--- config.mk ---
export PLATFORM = sky130hd
export DESIGN_NAME = axis_step_gate
export DESIGN_NICKNAME = d
export VERILOG_FILES = /design/src/rtl/axis_step_gate_pkg.sv /design/src/rtl/axis_step_gate_ctrl.sv /design/src/rtl/axis_step_gate_dpath.sv /design/src/rtl/axis_step_gate.sv
export SDC_FILE = /design/constraint.sdc
export NUM_CORES = 1
export LEC_CHECK = 0
export CAP_MARGIN = 5
export CORE_MARGIN = 3
export CORE_UTILIZATION = 50
export DETAILED_ROUTE_END_ITERATION = 12
export PLACE_DENSITY = 0.83
export SYNTH_ARGS = -nofsm -noshare
export SYNTH_HDL_FRONTEND = slang
export SYNTH_SLANG_ARGS = --single-unit
export TNS_END_PERCENT = 20
--- constraint.sdc ---
create_clock -name clk -period 2.88 [get_ports clk]
set_clock_uncertainty 0.05 [all_clocks]
set_input_delay 0.576 -clock clk [delete_from_list [all_inputs] [get_ports clk]]
set_output_delay 0.576 -clock clk [all_outputs]
set_load 0.005 [all_outputs]
--- src/rtl/axis_step_gate_pkg.sv ---
package axis_step_gate_pkg;
  localparam int SW_ANTI  = 0;
  localparam int SW_INNER = 1;
  localparam int SW_OUTER = 2;
  localparam int SW_N     = 3;

  typedef struct packed {
    logic loadRef;
    logic stepRise;
    logic countUp;
  } gateStrobes_t;
endpackage

--- src/rtl/axis_step_gate_ctrl.sv ---
module axis_step_gate_ctrl
  import axis_step_gate_pkg::*;
(
  input  logic              clk,
  input  logic              rstN,
  input  logic              stepIn,
  input  logic              dirIn,
  input  logic [SW_N-1:0]   swRaw,
  input  logic [SW_N-1:0]   swMask,
  input  logic              invDir,
  input  logic              invCount,
  input  logic              latchClr,
  input  logic              swDisable,
  input  logic              jawEn,
  input  logic              jawSwStatus,
  input  logic              drvReady,
  input  logic              extStop,
  input  logic              inhibit,
  input  logic              refLoad,
  output logic              stepOut,
  output logic              dirOut,
  output logic              swStatus,
  output gateStrobes_t      strobes
);
  logic [SW_N-1:0] swMasked;
  logic [SW_N-1:0] syncA;
  logic [SW_N-1:0] syncB;
  logic [SW_N-1:0] syncPrev;
  logic [SW_N-1:0] swRise;
  logic [SW_N-1:0] holdClr;
  logic [SW_N-1:0] swLatch;
  logic            stepPrev;
  logic            jawBlock;
  logic            motionEn;

  assign dirOut   = dirIn ^ invDir;
  assign swMasked = swRaw & swMask;

  // The switches that block forward motion escape when DIR is low; the outer switch escapes when DIR is high.
  assign holdClr[SW_ANTI]  = ~dirOut | latchClr;
  assign holdClr[SW_INNER] = ~dirOut | latchClr;
  assign holdClr[SW_OUTER] =  dirOut | latchClr;

  for (genvar g = 0; g < SW_N; g++) begin : g_sw
    always_ff @(posedge clk or negedge rstN) begin
      if (!rstN) begin
        syncA[g]    <= 1'b0;
        syncB[g]    <= 1'b0;
        syncPrev[g] <= 1'b0;
        swLatch[g]  <= 1'b0;
      end else begin
        syncA[g]    <= swMasked[g];
        syncB[g]    <= syncA[g];
        syncPrev[g] <= syncB[g];
        if (holdClr[g])
          swLatch[g] <= 1'b0;
        else if (swRise[g])
          swLatch[g] <= 1'b1;
      end
    end
    assign swRise[g] = syncB[g] & ~syncPrev[g];
  end

  assign swStatus = (|swLatch) & ~swDisable;
  assign jawBlock = jawEn & jawSwStatus;
  assign motionEn = ~swStatus & drvReady & ~extStop & ~jawBlock & ~inhibit;
  assign stepOut  = stepIn & motionEn;

  always_ff @(posedge clk or negedge rstN) begin
    if (!rstN) stepPrev <= 1'b0;
    else       stepPrev <= stepOut;
  end

  always_comb begin
    strobes.loadRef  = refLoad;
    strobes.stepRise = stepOut & ~stepPrev;
    strobes.countUp  = dirOut ^ invCount;
  end
endmodule

--- src/rtl/axis_step_gate_dpath.sv ---
module axis_step_gate_dpath
  import axis_step_gate_pkg::*;
#(
  parameter int POS_W = 32
) (
  input  logic             clk,
  input  logic             rstN,
  input  gateStrobes_t     strobes,
  input  logic [POS_W-1:0] refValue,
  output logic [POS_W-1:0] position
);
  localparam logic [POS_W-1:0] ONE = POS_W'(1);

  always_ff @(posedge clk or negedge rstN) begin
    if (!rstN)
      position <= '0;
    else if (strobes.loadRef)
      position <= refValue;
    else if (strobes.stepRise)
      position <= strobes.countUp ? position + ONE : position - ONE;
  end
endmodule

--- src/rtl/axis_step_gate.sv ---
module axis_step_gate
  import axis_step_gate_pkg::*;
#(
  parameter int POS_W = 32
) (
  input  logic             clk,
  input  logic             rstN,
  input  logic             stepIn,
  input  logic             dirIn,
  input  logic [2:0]       swRaw,
  input  logic [2:0]       swMask,
  input  logic             invDir,
  input  logic             invCount,
  input  logic             latchClr,
  input  logic             swDisable,
  input  logic             jawEn,
  input  logic             jawSwStatus,
  input  logic             drvReady,
  input  logic             extStop,
  input  logic             inhibit,
  input  logic             refLoad,
  input  logic [POS_W-1:0] refValue,
  input  logic             drvResetIn,
  output logic             stepOut,
  output logic             dirOut,
  output logic             swStatus,
  output logic [POS_W-1:0] position,
  output logic             drvResetOut
);
  gateStrobes_t strobes;

  axis_step_gate_ctrl u_ctrl (
    .clk(clk), .rstN(rstN), .stepIn(stepIn), .dirIn(dirIn),
    .swRaw(swRaw), .swMask(swMask), .invDir(invDir), .invCount(invCount),
    .latchClr(latchClr), .swDisable(swDisable), .jawEn(jawEn),
    .jawSwStatus(jawSwStatus), .drvReady(drvReady), .extStop(extStop),
    .inhibit(inhibit), .refLoad(refLoad), .stepOut(stepOut),
    .dirOut(dirOut), .swStatus(swStatus), .strobes(strobes)
  );

  axis_step_gate_dpath #(.POS_W(POS_W)) u_dpath (
    .clk(clk), .rstN(rstN), .strobes(strobes),
    .refValue(refValue), .position(position)
  );

  assign drvResetOut = drvResetIn;
endmodule

==> impl_results.md <==
- Max-slew violation count: 0
- Root Driver: clkbuf_8
- Number of nets with antenna violations after routing: 0
- Crit path capture type: flip-flop
- Hpwl dp: 9150 um
- # diodes: 0
- Post-Place Setup Slack: -0.654 ns
- WL final: 12200 um
- Commonest non-fill, non-tap cells in the layout: clkdlybuf4s50_1, buf_4, dfrtp_1
- DRT iter0 DRCs: 315
- Setup tns final: 0 ns
- Relative slew slack: 29.0%
- Crit path cell chain: buf_6, xor3_2, xnor2_2, ha_2, or3_4, buf_6, or3_4, or4_4, a21oi_2, xnor2_1, o21ai_1
- Sequential fraction of the synthesis area: 32.6%
- Tcrit/Tclk final: 100%
- Setup-failing EPs final: 0
- GPL Wtd Cong: 0.978
- Row count: 29
- Clock Latency Late Sink: 0.31 ns
- Vias in the first global route: 3819
- Initial antenna violation count: 0
- Ys async rst share: 100%
- TritonCTS Sinks: 45
- Synth Register Bits: 45
- Net Count, Synth: 482
- Main synth FF type: dfrtp_1
- Grt total ovfl: 0
- Maximum VDD drop: 0.232 mV
- Multi-input logic area: 0.00220 mm2
- Max Cap Viol: 0
- Pin count of the biggest net entering global routing: 46
- Share of cells above drive strength 1: 17.8%
- Mean Syn Cell Area: 8.06 um2
- Library cells used by synthesis: 59
- Total GRT Usage: 31.8%
- Num CTS Buffers: 5
- Final total power: 1.94 mW
- Synth-to-Final Area Change: 40.3%
- Routed len/inst: 19.9 um
- DR vias: 3966
- Syn. warnings: 0
- Core area: 0.00653 mm2
- Final #Nets: 591
- DR vias/cell: 6.45
- Mapped cell area: 0.00345 mm2
- Die height: 89.1 um
- CTS tree: yes
- Final Hold Viols: 0
- Final worst slack: 0.000604 ns
- Peak Freq: 0.347 GHz
- Post-Synthesis Cells: 428
- Final core occ: 74.1%
- Max Root-Sink Buffers: 2
- Fillers: 501
- Area after DPL: 0.00464 mm2
- Slowest CP cell: xor3_2
- LEAKAGE: 1.84 nW
- CP startpoint kind: input port
- Req. time, crit path: 3.03 ns
- Status: complete, no violations
- Register Area: 0.00113 mm2
- CP arrival: 3.03 ns
- Least-Margin Pin Slew: 1.06 ns
- Min Hold Slack: 0.304 ns
- PwrDens: 400 mW/mm2
- # DRC: 0
- Critical path fanouts, max: 3
- CP Class: input port to flip-flop
- First-pass GRT wire length: 19300 um
- PortBufs: 86
- Drt first pass iters: 5
- EDFF count, synth: 0
- Post-CTS Hold Fix Bufs: 0
- Finished Layout Cells: 615
- Setup repair after global routing missed its margin: true
- Placed cell count: 603
- # IOs: 89
- Fin area: 0.00484 mm2
- Commonest non-fill, non-tap cell in the layout: clkdlybuf4s50_1
- # H-tree levels: 2
- Worst path max stage delay: 0.45 ns
- Die area: 0.00793 mm2
- Clock slew at reported path FFs: 0.10 ns
- Horiz. Die Dim: 89.1 um
- Initial Util: 52.8%
- Hold Path Class: flip-flop to flip-flop
- Final min period: 2.88 ns
[synth_stat cells (8+ instances only)]
master | n | area, um2
xnor2_1 | 18 | 158
o21ai_0 | 30 | 150
and2_1 | 10 | 62.6
nand2_1 | 43 | 161
clkbuf_1 | 21 | 78.8
or4_1 | 8 | 60.1
buf_2 | 8 | 40.0
nor3_1 | 25 | 125
dfrtp_1 | 45 | 1130
nor2_1 | 27 | 101
nand3_1 | 22 | 110
nand4_1 | 19 | 119
a21oi_1 | 13 | 65.1
nor4_1 | 22 | 138
[kinds of logic (layout without fill, tap and decap cells)]
kind of cell | count (synthesis) | after routing | share of synthesized area, %
compound gates | 86 | 86 | 16.2
xor+xnor | 27 | 27 | 7.69
fa+ha+maj | 1 | 1 | 0.363
buf+inv | 45 | 155 | 5.84
flops | 45 | 45 | 32.6
mux | 9 | 9 | 2.83
simple gates | 215 | 215 | 34.5
[report_power, final]
part	internal [mW]	switching [mW]	leakage, nW
Clock	0.260	0.241	0.0543
Sequential	0.682	0.0943	0.551
Combinational	0.342	0.319	1.23
Total	1.28	0.655	1.84
[layer usage]
metal | GRT usage, % | routed length [um] | up-vias
li1 | - | - | 1821
met1 | 44.8 | 5310 | 1870
met2 | 49.5 | 5520 | 259
met3 | 6.08 | 1190 | 16
met4 | 10.3 | 194 | 0
met5 | 0 | 0 | -
[worst paths after layout]
check	from	end	slack [ns]	cells past startpoint
worst max-delay path	dirIn	u_dpath.position[14]$_DFFE_PN0P_	0.0006	11
worst min-delay path	u_ctrl.syncA[1]$_DFF_PN0_	u_ctrl.syncB[1]$_DFF_PN0_	0.30	0
worst max register to register	u_dpath.position[15]$_DFFE_PN0P_	u_dpath.position[27]$_DFFE_PN0P_	0.15	7
worst min register to register	u_ctrl.syncA[1]$_DFF_PN0_	u_ctrl.syncB[1]$_DFF_PN0_	0.30	0
max in group asynchronous	rstN	u_dpath.position[27]$_DFFE_PN0P_	1.71	1
min in group asynchronous	rstN	u_dpath.position[25]$_DFFE_PN0P_	0.40	1
[sequential cells by signal (all words and copies together) (netlist names)]
| signal | flops |
|---|---|
| u_ctrl.syncB | 3 |
| u_ctrl.stepPrev | 1 |
| u_ctrl.syncPrev | 3 |
| u_ctrl.swLatch | 3 |
| u_dpath.position | 32 |
| u_ctrl.syncA | 3 |
[critical path, delay by kind of cell]
kind,cells,cell delay (ns)
compound gates,2,0.24
xor+xnor,3,0.72
fa+ha+maj,1,0.19
buf+inv,2,0.20
simple gates,3,1.09
[final cells by class]
class | count | share of cell area (%)
clock buffers | 5 | 1.42
clock inverters | 3 | 0.956
inverters | 8 | 0.620
multi-input cells | 338 | 45.4
flip-flops and latches | 45 | 23.3
well taps | 77 | 1.99
repair buffers | 139 | 26.3
[timing repair]
action | CTS | global route
pin swaps | 11 | 13
buffers inserted | 3 | 1
setup endpoints to repair | 13 | 8
gates resized for setup | 16 | 8
No activity file was read; power rests on OpenSTA's default activity.
